## src/rtl/outbuf_pkg.sv

```systemverilog
package outbuf_pkg;

   // true when v is a power of two and at least two
   function automatic bit len_ok(input int v);
      return (v >= 2) && ((v & (v - 1)) == 0);
   endfunction

   // natural index presented on the read side after reset or a drain
   localparam int unsigned RD_FIRST = 0;

endpackage

```

## src/rtl/outbuf_wr_ctrl.sv

```systemverilog
module outbuf_wr_ctrl #(
   parameter int N_PTS = 16,
   localparam int AW = $clog2(N_PTS)
) (
   input  logic          clk,
   input  logic          rst_n,
   input  logic          wr_en,
   output logic [AW-1:0] wr_addr,
   output logic          frame_start,
   output logic          frame_done,
   output logic          frame_valid
);

   localparam logic [AW-1:0] LAST_ARRIVAL = AW'(N_PTS - 1);

   logic [AW-1:0] arrival_q;

   // mirrored wiring of the arrival count onto the store address
   for (genvar b = 0; b < AW; b++) begin : g_mirror
      assign wr_addr[b] = arrival_q[AW-1-b];
   end

   assign frame_start = wr_en && (arrival_q == '0);
   assign frame_done  = wr_en && (arrival_q == LAST_ARRIVAL);

   always_ff @(posedge clk) begin
      if (!rst_n) begin
         arrival_q   <= '0;
         frame_valid <= 1'b0;
      end else if (wr_en) begin
         arrival_q <= arrival_q + 1'b1;
         if (frame_done) begin
            frame_valid <= 1'b1;
         end else if (frame_start) begin
            frame_valid <= 1'b0;
         end
      end
   end

endmodule

```

## src/rtl/outbuf_store.sv

```systemverilog
module outbuf_store #(
   parameter int N_PTS          = 16,
   parameter int WORD_W         = 32,
   parameter bit CLEAR_ON_RESET = 1'b1,
   localparam int AW = $clog2(N_PTS)
) (
   input  logic              clk,
   input  logic              rst_n,
   input  logic              we,
   input  logic [AW-1:0]     waddr,
   input  logic [WORD_W-1:0] wdata,
   input  logic [AW-1:0]     raddr,
   output logic [WORD_W-1:0] rdata
);

   logic [WORD_W-1:0] cells [N_PTS];

   if (CLEAR_ON_RESET) begin : g_clr
      always_ff @(posedge clk) begin
         if (!rst_n) begin
            for (int i = 0; i < N_PTS; i++) begin
               cells[i] <= '0;
            end
         end else if (we) begin
            cells[waddr] <= wdata;
         end
      end
   end else begin : g_noclr
      logic unused_rst;
      assign unused_rst = rst_n;
      always_ff @(posedge clk) begin
         if (we) begin
            cells[waddr] <= wdata;
         end
      end
   end

   assign rdata = cells[raddr];

endmodule

```

## src/rtl/outbuf_rd_ctrl.sv

```systemverilog
module outbuf_rd_ctrl #(
   parameter int N_PTS = 16,
   localparam int AW = $clog2(N_PTS)
) (
   input  logic          clk,
   input  logic          rst_n,
   input  logic          frame_start,
   input  logic          frame_done,
   input  logic          frame_valid,
   input  logic          out_ready,
   output logic [AW-1:0] rd_addr,
   output logic          out_valid,
   output logic          out_last
);

   localparam logic [AW-1:0] LAST_IDX  = AW'(N_PTS - 1);
   localparam logic [AW-1:0] FIRST_IDX = AW'(outbuf_pkg::RD_FIRST);

   logic [AW-1:0] ptr_q;
   logic          spent_q;
   logic          take;

   assign rd_addr   = ptr_q;
   assign out_valid = frame_valid && !spent_q;
   assign out_last  = (ptr_q == LAST_IDX);
   assign take      = out_valid && out_ready;

   always_ff @(posedge clk) begin
      if (!rst_n) begin
         ptr_q   <= FIRST_IDX;
         spent_q <= 1'b1;
      end else if (frame_start) begin
         ptr_q   <= FIRST_IDX;
         spent_q <= 1'b1;
      end else if (frame_done) begin
         ptr_q   <= FIRST_IDX;
         spent_q <= 1'b0;
      end else if (take) begin
         if (out_last) begin
            ptr_q   <= FIRST_IDX;
            spent_q <= 1'b1;
         end else begin
            ptr_q <= ptr_q + 1'b1;
         end
      end
   end

endmodule

```

## src/rtl/fft_bitrev_outbuf.sv

```systemverilog
module fft_bitrev_outbuf #(
   parameter int N_PTS          = 16,
   parameter int SAMPLE_W       = 16,
   parameter bit CLEAR_ON_RESET = 1'b1,
   localparam int AW     = $clog2(N_PTS),
   localparam int WORD_W = 2 * SAMPLE_W
) (
   input  logic                clk,
   input  logic                rst_n,
   input  logic                wr_en,
   input  logic [SAMPLE_W-1:0] wr_re,
   input  logic [SAMPLE_W-1:0] wr_im,
   output logic                frame_valid,
   output logic                out_valid,
   input  logic                out_ready,
   output logic [AW-1:0]       out_idx,
   output logic [SAMPLE_W-1:0] out_re,
   output logic [SAMPLE_W-1:0] out_im,
   output logic                out_last
);

   if (!outbuf_pkg::len_ok(N_PTS)) begin : g_bad_len
      $error("N_PTS must be a power of two of at least 2");
   end
   if (SAMPLE_W < 1) begin : g_bad_w
      $error("SAMPLE_W must be positive");
   end

   logic [AW-1:0]     wr_addr;
   logic [AW-1:0]     rd_addr;
   logic              frame_start;
   logic              frame_done;
   logic [WORD_W-1:0] rd_word;

   outbuf_wr_ctrl #(.N_PTS(N_PTS)) u_wr (
      .clk         (clk),
      .rst_n       (rst_n),
      .wr_en       (wr_en),
      .wr_addr     (wr_addr),
      .frame_start (frame_start),
      .frame_done  (frame_done),
      .frame_valid (frame_valid)
   );

   outbuf_store #(
      .N_PTS          (N_PTS),
      .WORD_W         (WORD_W),
      .CLEAR_ON_RESET (CLEAR_ON_RESET)
   ) u_store (
      .clk   (clk),
      .rst_n (rst_n),
      .we    (wr_en),
      .waddr (wr_addr),
      .wdata ({wr_re, wr_im}),
      .raddr (rd_addr),
      .rdata (rd_word)
   );

   outbuf_rd_ctrl #(.N_PTS(N_PTS)) u_rd (
      .clk         (clk),
      .rst_n       (rst_n),
      .frame_start (frame_start),
      .frame_done  (frame_done),
      .frame_valid (frame_valid),
      .out_ready   (out_ready),
      .rd_addr     (rd_addr),
      .out_valid   (out_valid),
      .out_last    (out_last)
   );

   assign out_idx = rd_addr;
   assign out_re  = rd_word[WORD_W-1:SAMPLE_W];
   assign out_im  = rd_word[SAMPLE_W-1:0];

endmodule

```

## config.mk

```make
export PLATFORM = sky130hd
export DESIGN_NAME = fft_bitrev_outbuf
export DESIGN_NICKNAME = d
export VERILOG_FILES = /design/src/rtl/outbuf_pkg.sv /design/src/rtl/outbuf_wr_ctrl.sv /design/src/rtl/outbuf_store.sv /design/src/rtl/outbuf_rd_ctrl.sv /design/src/rtl/fft_bitrev_outbuf.sv
export SDC_FILE = /design/constraint.sdc
export NUM_CORES = 1
export LEC_CHECK = 0
export BUFFER_PORTS_ARGS = -buffer_cell sky130_fd_sc_hd__buf_2
export CELL_PAD_IN_SITES_DETAIL_PLACEMENT = 0
export CELL_PAD_IN_SITES_GLOBAL_PLACEMENT = 1
export CORE_UTILIZATION = 47
export DETAILED_ROUTE_END_ITERATION = 12
export GPL_TIMING_DRIVEN = 1
export PLACE_DENSITY_LB_ADDON = 0.25
export SYNTH_ARGS = -nofsm -noshare
export SYNTH_HDL_FRONTEND = slang
export SYNTH_SLANG_ARGS = --single-unit
export TNS_END_PERCENT = 100
```

## constraint.sdc

```tcl
create_clock -name clk -period 6.46 [get_ports clk]
set_input_delay 0.323 -clock clk [delete_from_list [all_inputs] [get_ports clk]]
set_output_delay 0.323 -clock clk [all_outputs]
set_load 0.05 [all_outputs]
```

==> metrics.csv <==
stage,metric,value,unit
routing,via count,12305,
worst_setup_path,Crit Path Category,flip-flop to output port,
worst_setup_path,CP peak stage delay,0.96,ns
timing,# setup viols final,0,
power,Tot Pwr,7344,uW
global_routing,pin count of the biggest net entering global routing,66,
synthesis,Synth Instances,1479,
floorplanning,core region area,49050,um2
synthesis,YS warnings,0,
floorplanning,initial cell density of the core,47.78,%
floorplanning,die area,50760,um2
worst_setup_path,CP Max Fanout,41,
routing,DR iter-0 viols,1169,
cells_and_area,most frequent cells in the layout,"edfxtp_1 (512), and2_1 (505), mux4_2 (128), buf_2 (74), a22oi_1 (64)",
status,status,"complete, no violations",
cells_and_area,"most common cell after layout, fill and taps aside",edfxtp_1,
timing,Final period util,58.03,%
routing,remaining routing DRC violations,0,
floorplanning,Site Rows,81,
floorplanning,Chip Height,225.3,um
cts,CTS tree,built,
cells_and_area,"Design Area, Final",26210,um2
timing,Final Hold Vio Count,0,
floorplanning,chip width,225.3,um
cts,Num CTS Buffers,55,
synthesis,async set or reset register ratio after synthesis,0,%
place,GPL Wtd Cong,0.7139,
timing,Least-Margin Pin Slew,1.377,ns
global_routing,vias in the first global route,12845,
routing,wire per inst,25.85,um
timing,unrepaired setup endpoints after global routing,no,
cells_and_area,Layout Nets,1548,
min_path,Hold Crit Class,primary input to flip-flop,
routing,drt pass-1 iters,5,
worst_setup_path,Critical Path Sink Type,output port,
cts,post-CTS setup repair buffer count,0,
timing,setup TNS,0,ns
cts,clk sink count,526,
worst_setup_path,Startpoint Class,flip-flop,
floorplanning,IO Pins,75,
synthesis,Main synth FF type,edfxtp_1,
worst_setup_path,CP max stage cell,dfxtp_4,
worst_setup_path,CP Data Required Time,6.14,ns
cts,CTS clock-pin slew for the worst setup and hold paths,0.06,ns
worst_setup_path,cell breakdown of the critical path,buf_4 -> mux4_2 -> a22oi_1 -> nand2_1 -> buf_2,
routing,final wirelength,57.24,mm
cts,Resize count post-CTS,0,
timing,FMAX,266.8,MHz
synthesis,syn nets,1521,
routing,Antenna Nets Post-Route,0,
worst_setup_path,Worst EP arrival,3.43,ns
synthesis,sequential-to-total area share from yosys stat,66.79,%
timing,count of pins over their slew limit,0,
synthesis,number of synthesized flops with an enable pin,512,
synthesis,#FFs+latches synth,526,
place,DPL Wire Length,29.01,mm
power,leakage,0.009435,uW
place,placed inst area,24490,um2
cts,"Clk Latency, worst-skew pair",0.59,ns
cts,Clock Path Buffers,3,
global_routing,overall routing resource usage,23.25,%
synthesis,Cell variety after synth,36,
timing,Slew HR,7.973,%
power,Pwr Density,280.3,nW/um2
cells_and_area,Layout fillers,4012,
synthesis,"Cell Area, Synth",23440,um2
cells_and_area,Layout area overhead,11.81,%
job,total of max-cap violations,0,
synthesis,Synth Area per Inst,15.85,um2
routing,via density per instance,5.558,
timing,Final Skew,0.01498,ns
global_routing,GR Overflow Total,0,
global_routing,first-pass GRT wire length,84.53,mm
cells_and_area,share of post-route cells with drive strength above 1,21.63,%
cts,H-tree depth,2,
cts,# hold bufs at CTS,0,
power,Max VDD drop,0.1852,mV
cts,clk root buf,clkbuf_16,
global_routing,initial antenna violation count,2,
place,I/O Buffers,74,
timing,Period minus WS final,3.749,ns
## layer usage
| layer | up-vias | routed length [um] | track usage, % |
|---|---|---|---|
| li1 | 5525 | - | - |
| met1 | 6389 | 25890 | 33.36 |
| met2 | 331 | 27020 | 36.84 |
| met3 | 60 | 3373 | 4.211 |
| met4 | 0 | 962 | 5.903 |
| met5 | - | 0 | 0 |
## path summary, 6_finish.rpt
check	start	endpoint	slack, ns	cells past startpoint
worst min register to register	u_wr.frame_valid$_SDFFE_PN0P_	u_wr.frame_valid$_SDFFE_PN0P_	0.60	1
worst max-delay path	flip-flop	out_re[4]	2.71	5
worst min-delay path	out_ready	u_rd.spent_q$_SDFFE_PP1P_	0.13	3
worst max register to register	u_wr.arrival_q[2]$_SDFFE_PN0P_	u_store.cells[8][0]$_SDFFCE_PN0P_	3.66	4
## layout make-up
class	count	area, um2	area share [%]
flip-flops and latches	526	15660	59.77
multi-input cells	822	7415	28.29
clock buffers	66	1460	5.572
well taps	664	830.8	3.170
repair buffers	97	568.0	2.168
clock inverters	34	251.5	0.9597
inverters	4	15.01	0.05730
diodes	1	2.502	0.009549
## critical path, delay by kind of cell (launching register included)
kind | cells | cell delay, ns
AOI/OAI and AO/OA | 1 | 0.31
and+or+nand+nor | 1 | 0.16
buffers and inverters | 2 | 0.83
DFF | 1 | 0.96
muxes | 1 | 0.56
## synthesized netlist by cell type (all sizes together), types with 2 or more instances
cell | number | area share (%)
and3 | 9 | 0.24
nor3 | 3 | 0.064
nand3 | 4 | 0.085
mux4 | 128 | 12
a21oi | 2 | 0.043
nand4b | 2 | 0.075
a211oi | 2 | 0.064
nand2b | 9 | 0.24
nor2 | 12 | 0.19
dfxtp | 14 | 1.2
o21ai | 9 | 0.19
clkbuf | 100 | 1.6
xor2 | 3 | 0.11
nor2b | 5 | 0.13
buf | 27 | 0.64
or3 | 2 | 0.053
mux2i | 2 | 0.085
nand2 | 37 | 0.59
a22oi | 64 | 2.0
ha | 6 | 0.32
and2 | 514 | 14
edfxtp | 512 | 66
inv | 3 | 0.048
## power by group
part	switching (uW)	internal (uW)	leakage (uW)	total [uW]
Sequential	34.9	3870	0.00542	3910
Combinational	282	115	0.00318	397
Clock	1280	1750	0.000835	3040
## state kept, by name, indices dropped and copies added, names as in the netlist, named ones only
signal / cells
u_rd.rd_addr: 4
u_rd.spent_q: 1
u_store.cells: 512
u_wr.arrival_q: 4
u_wr.frame_valid: 1
## per-stage QoR
| stage | hold slack (ns) | util (%) | cells | worst slack (ns) |
|---|---|---|---|---|
| floorplan | 0.5179 | - | 1479 | 2.961 |
| global placement | 0.5788 | 49.93 | 2113 | 3.186 |
| detailed placement | 0.5903 | 49.93 | 2113 | 3.065 |
| CTS | 0.08582 | 53.42 | 2213 | 2.563 |
| global route | 0.1629 | 53.42 | 2214 | 2.410 |
| finish | 0.1253 | 53.42 | 2214 | 2.711 |
## kinds of logic (layout without fill, tap and decap cells)
| family | after synthesis | count (layout) | synth area share (%) |
|---|---|---|---|
| fa+ha+maj | 6 | 6 | 0.3203 |
| mux | 130 | 130 | 12.39 |
| simple gates | 602 | 602 | 15.60 |
| buf+inv | 131 | 201 | 2.306 |
| other cells | 0 | 1 | 0 |
| xor+xnor | 4 | 4 | 0.1495 |
| flops | 526 | 526 | 66.79 |
| compound gates | 80 | 80 | 2.440 |
No activity file was read; power rests on OpenSTA's default activity.
